## src/rtl/ni_chg_pkg.sv

```systemverilog
package ni_chg_pkg;
  typedef enum logic [2:0] {
    PH_IDLE  = 3'd0,
    PH_COND  = 3'd1,
    PH_FAST  = 3'd2,
    PH_FIN   = 3'd3,
    PH_WAIT  = 3'd4,
    PH_FAULT = 3'd5
  } phase_t;

  typedef enum logic [1:0] {
    LVL_OFF   = 2'd0,
    LVL_TENTH = 2'd1,
    LVL_FIFTH = 2'd2,
    LVL_FULL  = 2'd3
  } lvl_t;
endpackage

```

## src/rtl/ni_chg_tick_cnt.sv

```systemverilog
module ni_chg_tick_cnt #(
  parameter int W = 16
) (
  input  logic         clk,
  input  logic         rst_n,
  input  logic         clr,
  input  logic         en,
  output logic [W-1:0] cnt
);
  logic [W-1:0] cnt_q, cnt_d;

  always_comb begin
    cnt_d = cnt_q;
    if (clr)     cnt_d = '0;
    else if (en) cnt_d = cnt_q + W'(1);
  end

  always_ff @(posedge clk or negedge rst_n) begin
    if (!rst_n) cnt_q <= '0;
    else        cnt_q <= cnt_d;
  end

  assign cnt = cnt_q;
endmodule

```

## src/rtl/ni_chg_vpeak.sv

```systemverilog
module ni_chg_vpeak #(
  parameter int VW = 13
) (
  input  logic          clk,
  input  logic          rst_n,
  input  logic          clr,
  input  logic          en,
  input  logic [VW-1:0] cell_mv,
  output logic [VW-1:0] drop_mv
);
  logic [VW-1:0] peak_q, peak_d;

  always_comb begin
    peak_d = peak_q;
    if (clr)                          peak_d = '0;
    else if (en && cell_mv > peak_q)  peak_d = cell_mv;
  end

  always_ff @(posedge clk or negedge rst_n) begin
    if (!rst_n) peak_q <= '0;
    else        peak_q <= peak_d;
  end

  assign drop_mv = (peak_q > cell_mv) ? (peak_q - cell_mv) : '0;

  // the tracked peak never falls while tracking stays active
  p_peak_mono_r4: assert property (@(posedge clk) disable iff (!rst_n)
    (!clr && en) |=> (peak_q >= $past(peak_q)));
endmodule

```

## src/rtl/ni_chg_trate.sv

```systemverilog
module ni_chg_trate #(
  parameter int TMPW = 12
) (
  input  logic                   clk,
  input  logic                   rst_n,
  input  logic                   clr,
  input  logic                   tick,
  input  logic signed [TMPW-1:0] temp_dc,
  output logic                   rate_vld,
  output logic signed [TMPW:0]   rate_dc
);
  logic signed [TMPW-1:0] prev_q, prev_d;
  logic                   have_q, have_d;

  always_comb begin
    prev_d = prev_q;
    have_d = have_q;
    if (clr) begin
      prev_d = '0;
      have_d = 1'b0;
    end else if (tick) begin
      prev_d = temp_dc;
      have_d = 1'b1;
    end
  end

  always_ff @(posedge clk or negedge rst_n) begin
    if (!rst_n) begin
      prev_q <= '0;
      have_q <= 1'b0;
    end else begin
      prev_q <= prev_d;
      have_q <= have_d;
    end
  end

  assign rate_vld = tick && have_q && !clr;
  assign rate_dc  = (TMPW+1)'(temp_dc) - (TMPW+1)'(prev_q);
endmodule

```

## src/rtl/ni_charge_ctrl.sv

```systemverilog
module ni_charge_ctrl
  import ni_chg_pkg::*;
#(
  parameter int TW         = 16,
  parameter int VW         = 13,
  parameter int TMPW       = 12,
  parameter int V_RESTART  = 1325,
  parameter int T_LO       = 50,
  parameter int T_HI_COND  = 450,
  parameter int T_HI_FAST  = 600,
  parameter int DROP_NICD  = 20,
  parameter int DROP_NIMH  = 10,
  parameter int RISE_NICD  = 20,
  parameter int RISE_EARLY = 15,
  parameter int RISE_NIMH  = 10
) (
  input  logic                   clk,
  input  logic                   rst_n,
  input  logic                   bat_present,
  input  logic                   chem_nimh,
  input  logic [VW-1:0]          cell_mv,
  input  logic signed [TMPW-1:0] temp_dc,
  input  logic                   min_tick,
  input  logic [TW-1:0]          tmax_ticks,
  output logic [1:0]             i_lvl,
  output logic [2:0]             chg_state,
  output logic                   fault
);
  localparam logic [VW-1:0] VLOW = VW'(V_RESTART);
  localparam logic signed [TMPW:0] R_NICD  = (TMPW+1)'(RISE_NICD);
  localparam logic signed [TMPW:0] R_EARLY = (TMPW+1)'(RISE_EARLY);
  localparam logic signed [TMPW:0] R_NIMH  = (TMPW+1)'(RISE_NIMH);

  // reset: asynchronous assert, synchronous release
  logic [1:0] rsync_q;
  logic       rst_s;
  always_ff @(posedge clk or negedge rst_n) begin
    if (!rst_n) rsync_q <= 2'b00;
    else        rsync_q <= {rsync_q[0], 1'b1};
  end
  assign rst_s = rsync_q[1];

  phase_t        ph_q, ph_d;
  logic          early_q, early_d;
  logic [TW-1:0] tmr;
  logic [TW:0]   tmr_nx;
  logic [TW-1:0] t_cond, t_fin;
  logic          ok_cond, ok_fast, tmr_en, tmr_clr;
  logic          holdoff, v_term, r_term;
  logic [VW-1:0] drop_mv, drop_thr;
  logic          rate_vld;
  logic signed [TMPW:0] rate_dc, rise_thr;

  assign t_cond  = tmax_ticks / TW'(12);
  assign t_fin   = tmax_ticks / TW'(3);
  assign tmr_nx  = {1'b0, tmr} + (TW+1)'(1);
  assign ok_cond = (temp_dc >= T_LO) && (temp_dc <= T_HI_COND);
  assign ok_fast = (temp_dc >= T_LO) && (temp_dc <= T_HI_FAST);

  always_comb begin
    tmr_en = 1'b0;
    unique case (ph_q)
      PH_COND:        tmr_en = min_tick && ok_cond;
      PH_FAST, PH_FIN: tmr_en = min_tick && ok_fast;
      default:        tmr_en = 1'b0;
    endcase
  end

  ni_chg_tick_cnt #(.W(TW)) u_tmr (
    .clk(clk), .rst_n(rst_s), .clr(tmr_clr), .en(tmr_en), .cnt(tmr)
  );

  ni_chg_vpeak #(.VW(VW)) u_peak (
    .clk(clk), .rst_n(rst_s), .clr(ph_q != PH_FAST), .en(1'b1),
    .cell_mv(cell_mv), .drop_mv(drop_mv)
  );

  ni_chg_trate #(.TMPW(TMPW)) u_rate (
    .clk(clk), .rst_n(rst_s), .clr(ph_q != PH_FAST), .tick(min_tick),
    .temp_dc(temp_dc), .rate_vld(rate_vld), .rate_dc(rate_dc)
  );

  // termination criteria by chemistry and early window
  assign holdoff  = chem_nimh && early_q && (tmr < t_cond);
  assign drop_thr = chem_nimh ? VW'(DROP_NIMH) : VW'(DROP_NICD);
  always_comb begin
    if (!chem_nimh)   rise_thr = R_NICD;
    else if (holdoff) rise_thr = R_EARLY;
    else              rise_thr = R_NIMH;
  end
  assign v_term = ok_fast && !holdoff && (drop_mv >= drop_thr);
  assign r_term = ok_fast && rate_vld && (rate_dc >= rise_thr);

  always_comb begin
    ph_d    = ph_q;
    early_d = early_q;
    if (!bat_present) begin
      ph_d    = PH_IDLE;
      early_d = 1'b0;
    end else begin
      unique case (ph_q)
        PH_IDLE: ph_d = PH_COND;
        PH_COND: if (tmr_en && tmr_nx >= {1'b0, t_cond}) begin
          ph_d    = PH_FAST;
          early_d = cell_mv < VLOW;
        end
        PH_FAST: begin
          if (v_term)      ph_d = PH_WAIT;
          else if (r_term) ph_d = (chem_nimh && !holdoff) ? PH_FIN : PH_WAIT;
          else if (tmr_en && tmr_nx >= {1'b0, tmax_ticks}) ph_d = PH_FAULT;
        end
        PH_FIN:  if (tmr_en && tmr_nx >= {1'b0, t_fin}) ph_d = PH_WAIT;
        PH_WAIT: if ((cell_mv < VLOW) && ok_cond) ph_d = PH_COND;
        default: ph_d = ph_q;
      endcase
    end
  end

  assign tmr_clr = (ph_d != ph_q) || !bat_present;

  always_ff @(posedge clk or negedge rst_s) begin
    if (!rst_s) begin
      ph_q    <= PH_IDLE;
      early_q <= 1'b0;
    end else begin
      ph_q    <= ph_d;
      early_q <= early_d;
    end
  end

  always_comb begin
    unique case (ph_q)
      PH_COND: i_lvl = ok_cond ? LVL_FIFTH : LVL_OFF;
      PH_FAST: i_lvl = ok_fast ? LVL_FULL  : LVL_OFF;
      PH_FIN:  i_lvl = ok_fast ? LVL_TENTH : LVL_OFF;
      default: i_lvl = LVL_OFF;
    endcase
  end

  assign chg_state = ph_q;
  assign fault     = (ph_q == PH_FAULT);

  p_unplug_idle_r10: assert property (@(posedge clk) disable iff (!rst_s)
    !bat_present |=> (chg_state == PH_IDLE));
  p_fault_sticky_r3: assert property (@(posedge clk) disable iff (!rst_s)
    (fault && bat_present) |=> fault);
  p_nicd_no_fin_r6: assert property (@(posedge clk) disable iff (!rst_s)
    (ph_q == PH_FAST && !chem_nimh) |=> (ph_q != PH_FIN));
  p_pause_hold_r8: assert property (@(posedge clk) disable iff (!rst_s)
    (ph_q == PH_FAST && bat_present && !ok_fast) |=> (ph_q == PH_FAST && $stable(tmr)));
  p_cond_exit_r2: assert property (@(posedge clk) disable iff (!rst_s)
    (ph_q == PH_COND && bat_present) |=> (ph_q == PH_COND || ph_q == PH_FAST));
endmodule

```

## config.mk

```make
export PLATFORM = sky130hd
export DESIGN_NAME = ni_charge_ctrl
export DESIGN_NICKNAME = d
export VERILOG_FILES = /design/src/rtl/ni_chg_pkg.sv /design/src/rtl/ni_chg_tick_cnt.sv /design/src/rtl/ni_chg_vpeak.sv /design/src/rtl/ni_chg_trate.sv /design/src/rtl/ni_charge_ctrl.sv
export SDC_FILE = /design/constraint.sdc
export NUM_CORES = 1
export LEC_CHECK = 0
export ABC_AREA = 1
export BUFFER_PORTS_ARGS = -buffer_cell sky130_fd_sc_hd__buf_2
export CAP_MARGIN = 20
export CORE_MARGIN = 2
export CORE_UTILIZATION = 39
export CTS_CLUSTER_DIAMETER = 60
export DETAILED_ROUTE_END_ITERATION = 16
export MAX_ROUTING_LAYER = met4
export PLACE_DENSITY_LB_ADDON = 0.05
export SYNTH_ARGS = -nofsm -noshare
export SYNTH_HDL_FRONTEND = slang
export SYNTH_SLANG_ARGS = --single-unit
```

## constraint.sdc

```tcl
create_clock -name clk -period 1.7 [get_ports clk]
set_input_delay 0.34 -clock clk [delete_from_list [all_inputs] [get_ports clk]]
set_output_delay 0.34 -clock clk [all_outputs]
set_load 0.02 [all_outputs]
```

* After elaboration in Yosys (flattened, before gate mapping)
Cells that the tools add are included.
** Cells by class
- Add/subtract/negate cells :: 4
- Muxes and demuxes :: 29
- Div/mod/pow operators :: 2
- Reductions and logical operators :: 27
- Equal/unequal tests :: 9
- Magnitude comparators :: 12
** Operators with widths (count)
- $ge 17x16->1 :: 3
- $mux 13 :: 3
- $mux 16 :: 2
- $mux 3 :: 9
- $gt 13x13->1 :: 2
- $mux 12 :: 2
- $add 16x1->17 const B :: 1
- $logic_and 1x1->1 :: 17
- $add 16x1->16 const B :: 1
- $div 16x2->16 const B :: 1
- $div 16x4->16 const B :: 1
- $lt 16x16->1 :: 1
- $pmux 3 s5 :: 1
- $ge 13x13->1 :: 1
- $ge 13x5->1 :: 1
- $lt 13x11->1 const B :: 1
- $sub 12x12->13 :: 1
- $sub 13x13->13 :: 1
- $ge 12x7->1 const B :: 1
- $le 12x10->1 const B :: 1
- $le 12x11->1 const B :: 1
- $mux 5 :: 2
- $eq 3x2->1 const B :: 2
- $eq 3x3->1 const B :: 2
- other kinds (14) :: 25
** Storage, ports and cells
- Flip-flop bits (word level) :: 48
- Input bits :: 46
- Output and inout bits :: 6
- Logic and storage cells :: 90

* Logic depth before layout (Yosys ltp)
- Depth in word-level cells :: 14
- Depth in mapped cells :: 66
- Depth with buffers taken out :: 65

* Cells and area by module
A second synthesis with hierarchy kept.
** Unflattened totals
- Cell total of the unflattened synthesis :: 1085
- Area total of the unflattened synthesis :: 6856.6 um2
** Modules (own cells, without submodules)
- ni_charge_ctrl :: times used 1, seq. area each 150.1 um2, area each 3170.5 um2, cells each 514
- ni_chg_vpeak :: times used 1, seq. area each 325.3 um2, area each 1475.2 um2, cells each 236
- ni_chg_trate :: times used 1, seq. area each 325.3 um2, area each 1287.5 um2, cells each 206
- ni_chg_tick_cnt :: times used 1, seq. area each 400.4 um2, area each 923.4 um2, cells each 129

* Least setup slack after synthesis
Ideal clock, no wire load.
- Kind :: input port to flip-flop
- Start point :: input port tmax_ticks[15]
- End point :: register u_tmr.cnt_q[10], in the netlist u_tmr.cnt[10]
- Data required time :: 1.579 ns
- Stages on the path :: 62
- Buffers on the path :: 1
- Path slack :: -4.844 ns
- Setup time :: 0.121 ns
- Arrival :: 6.423 ns
- Cells stage by stage :: inv_1 nand3_1 nand2_2 nand2_2 nand2_1 o21ai_2 nand2_2 inv_1 o21bai_2 nand2_1 a21oi_1 nor2_1 o21bai_1 nand2_1 o21ai_2 inv_2 o21ai_2 nand3_2 [26 not listed] o21ai_0 nand2_1 a21o_1 a21oi_1 nand3_1 nor2_1 nand4_1 o2111ai_1 o21ai_0 nor2_1 a21oi_1 nand3_1 inv_1 nand2_1 nand3_1 o2111ai_1 buf_2 nor2_1
** On the way
- Longest elaborated chain between the ends :: 14
- Elaborated cells between the ends (all ways) :: 30
- Those cells by class :: 2 x div; 5 x order compare; 1 x eq/ne; 11 x mux; 11 x reduce/logical
** Ends and longest elaborated chain
- start: declaration :: RTL line ni_charge_ctrl.sv:24 : input logic [TW-1:0] tmax_ticks,
- $div 16x4->16 :: RTL line ni_charge_ctrl.sv:54 : assign t_cond = tmax_ticks / TW'(12);
- $lt 16x16->1 :: RTL line ni_charge_ctrl.sv:84 : assign holdoff = chem_nimh && early_q && (tmr < t_cond);
- $logic_and 1x1->1 :: RTL line ni_charge_ctrl.sv:84
- $mux 3 :: RTL line ni_charge_ctrl.sv:88 : else if (holdoff) rise_thr = R_EARLY;
- $mux 5 :: RTL line ni_charge_ctrl.sv:87 : if (!chem_nimh) rise_thr = R_NICD;
- $ge 13x13->1 :: RTL line ni_charge_ctrl.sv:92 : assign r_term = ok_fast && rate_vld && (rate_dc >= rise_thr);
- $logic_and 1x1->1 :: RTL line ni_charge_ctrl.sv:92
- $mux 3 :: RTL line ni_charge_ctrl.sv:109 : else if (r_term) ph_d = (chem_nimh && !holdoff) ? PH_FIN : PH_WAIT;
- $mux 3 :: RTL line ni_charge_ctrl.sv:108 : if (v_term) ph_d = PH_WAIT;
- $pmux 3 s5 * :: RTL line ni_charge_ctrl.sv:101 : unique case (ph_q)
- $mux 3 * :: RTL line ni_charge_ctrl.sv:97 : if (!bat_present) begin
- $ne 3x3->1 * :: RTL line ni_charge_ctrl.sv:119 : assign tmr_clr = (ph_d != ph_q) || !bat_present;
- $logic_or 1x1->1 * :: RTL line ni_charge_ctrl.sv:119
- $mux 16 / $reduce_bool 2->1 (equally long branches)
- end signal: assignment :: RTL line ni_chg_tick_cnt.sv:20 : else cnt_q <= cnt_d;
- end: declaration :: RTL line ni_chg_tick_cnt.sv:10 : logic [W-1:0] cnt_q, cnt_d;
Every way passes the cells marked *; elsewhere a longest branch is shown, timed or not.
A chain may end at the register's enable or synchronous reset.

* Final worst setup path
- Start point :: input port tmax_ticks[14]
- End point :: register u_tmr.cnt_q[12], in the netlist u_tmr.cnt[12]
The elaborated chain is that of the path after synthesis.

==> metrics <==
HPWL after detailed placement=13.5 mm; Via density=between 4 and 5; CTS Buffer Depth=2; DR DRC count=0; Slew Limit Fails=0; Synth top area share=between 20% and 30%; synth warn=0; number of global-route vias before repair=6,927; Yosys top cell by area=dfrtp_1; number of distinct library cells after synthesis=47; Final Hold Vio Count=0; antenna viol nets, final=0; final-report setup violation count=36; first-pass GRT wire length=between 30 and 40 mm; cell with the largest stage delay on the worst path=ha_1; die width=approximately 130 um; Post-synth top flop=dfrtp_1; Initial Utilization=roughly 40%; RSZ-0062 raised after global routing=true; Skew-Pair Late Insertion Delay=approximately 290 ps; Setup TNS=-105,620 ps; I/O Pins=52; flops & latches, synth=48; grt total ovfl=0; layout cells sized above 1=between 40% and 50%; final wirelength=approximately 18 mm; WHS=259 ps; cells after synthesis=around 850; crit path time final=roughly 7000 ps; CTS root buf=clkbuf_16; crit end category=flop; failing checks=negative setup slack; Crit path arrival time=about 7200 ps; DRT iter0 DRCs=roughly 300; Total Routing Usage GR=23.0%; worst-path maximum fanout=8; total power=approximately 4700 uW; CP max stage delay=270 ps; core area=between 10,000 and 15,000 um^2; max cap viols=0; PortBufs=slightly above 50; pre-CTS setup slack=-5510 ps; pin count of the biggest net entering global routing=47; Crit path required time=between 1500 and 2000 ps; Area Growth Syn to Fin=65.9%; Routed wire per std cell=around 13 um; number of synthesized flops with an enable pin=0; initial antenna violation count=0; CTS tree=built; TritonRoute pass-1 iters=4; Final #Nets=about 1.3k; sequential area share after synthesis=approximately a fifth; routability cong.=~0.92; CTS H-tree depth=2; Max Freq=roughly 140 MHz; Syn Nets=between 900 and 1k; CTS buffer count=5; synth top area cells=dfrtp_1, ha_1, inv_1; CP dominant cell by count=buf_4; outcome=finished with violations; final period utilization=415%; Diodes inserted=0; worst setup margin=-5360 ps; DR vias=about 7k; std cell rows=44; clk slew on worst S/H paths=approximately 70 ps; fin util=roughly 67%; die area=about 16,000 um^2; VDD IR-drop max=0.550 mV; commonest non-fill, non-tap cells in the layout=buf_4, inv_1, nand2_1; clk sink count=48; crit start category=input pin; Hold/Removal Path Class=reg -> async; static leakage=roughly 0.0053 uW; syn_area_per_cell=a little under 7 um^2; P per Cell Area=~480 nW/um^2; ys async rst share=100%; synthesized cell area=a little under 6000 um^2; Max Clock Skew=between 3 and 4 ps; most common cell after layout, fill and taps aside=buf_4; die height=around 130 um; Crit Path Class=in -> reg
==> logic make-up (layout without fill, tap and decap cells) <==
group | count (synthesis) | count (layout) | synth area share, %
xor+xnor | 31 | 31 | 4.61
buf+inv | 166 | 520 | 10.6
fa+ha+maj | 95 | 95 | 20.4
compound gates | 181 | 181 | 18.1
other cells | 1 | 1 | 0.0637
flops | 48 | 48 | 20.4
simple gates | 331 | 331 | 25.7
==> metrics by stage <==
| step | instance area [um^2] | std cells |
|---|---|---|
| after floorplan | 6100 | 853 |
| after global routing | 9770 | 1391 |
| final | 9770 | 1391 |
| after global placement | 8330 | 1317 |
| after CTS | 9230 | 1380 |
| after detailed placement | 8330 | 1317 |
==> layout make-up <==
class	instances	area, um^2
fillers	1258	4870
multi-input cells	639	4780
repair buffers	355	2740
flip-flops and latches	48	1200
inverters	157	624
well taps	184	230
clock buffers	6	129
clock inverters	2	60.1
==> routing by layer <==
metal  share of wire (%)  global-route usage (%)  vias up  wire [um]
met1                  46                    29.3     3179       8210
li1                    -                       -     3551          -
met2                  52                    41.0       67       9370
met4                0.48                    2.52        0         86
met3                 2.0                    2.15        9        357
met5                   0                       -        -          0
==> registers in the layout, summed over array words and instances (netlist names) <==
signal / cells
u_peak.peak_q: 13
u_tmr.cnt: 16
early_q: 1
chg_state: 3
rsync_q: 2
u_rate.have_q: 1
u_rate.prev_q: 12
==> power breakdown <==
part | internal, uW | switching [uW]
logic | 1110 | 1100
clock network | 844 | 444
registers | 1150 | 7.41
==> worst max-delay path, delay by kind of cell <==
family	cells	cell delay (ps)
buffers and inverters	34	3830
and+or+nand+nor	16	1420
AOI/OAI and AO/OA	10	1370
adders and majority gates	1	270
==> cells in the mapped netlist (2+ instances only) <==
master     instances
a21o_1             4
a21oi_1           66
a31oi_1            2
and2_1             2
clkbuf_1           8
dfrtp_1           48
fa_1               2
ha_1              93
inv_1            154
inv_2              3
nand2_1          139
nand2_2           20
nand3_1           61
nand3_2            8
nand4_1           11
nor2_1            62
nor3_1            17
nor4_1             5
o2111ai_1          4
o211ai_1           6
o21ai_0           61
o21ai_1            4
o21ai_2           11
o21bai_1           5
o21bai_2           2
o31ai_1            3
or2_2              3
xnor2_1            7
xor2_1            24
==> timing repair <==
| item | CTS | global route |
|---|---|---|
| endpoints found under the setup margin | 36 | 42 |
| setup buffers | 55 | 15 |
| hold buffers | 1 | 0 |
| endpoints found under the hold margin | 2 | 0 |
| resized for setup | 75 | 117 |
| cloned | 1 | 0 |
| pin swaps | 16 | 34 |
==> final timing paths <==
check / start / endpoint / slack [ps] / cells after the start
setup reg to reg: u_tmr.cnt[1]$_DFFE_PN0P_ / u_tmr.cnt[12]$_DFFE_PN0P_ / -2970 / 37
max in group asynchronous: rsync_q[1]$_DFF_PN0_ / chg_state[2]$_DFF_PN0_ / 1210 / 1
hold / removal: rsync_q[1]$_DFF_PN0_ / u_tmr.cnt[13]$_DFFE_PN0P_ / 260 / 1
min in group clk: cell_mv[3] / u_peak.peak_q[3]$_DFFE_PN0P_ / 320 / 3
setup / recovery: tmax_ticks[14] / u_tmr.cnt[12]$_DFFE_PN0P_ / -5360 / 61
hold reg to reg: rsync_q[1]$_DFF_PN0_ / u_tmr.cnt[13]$_DFFE_PN0P_ / 260 / 1
No activity file was read; power rests on OpenSTA's default activity.
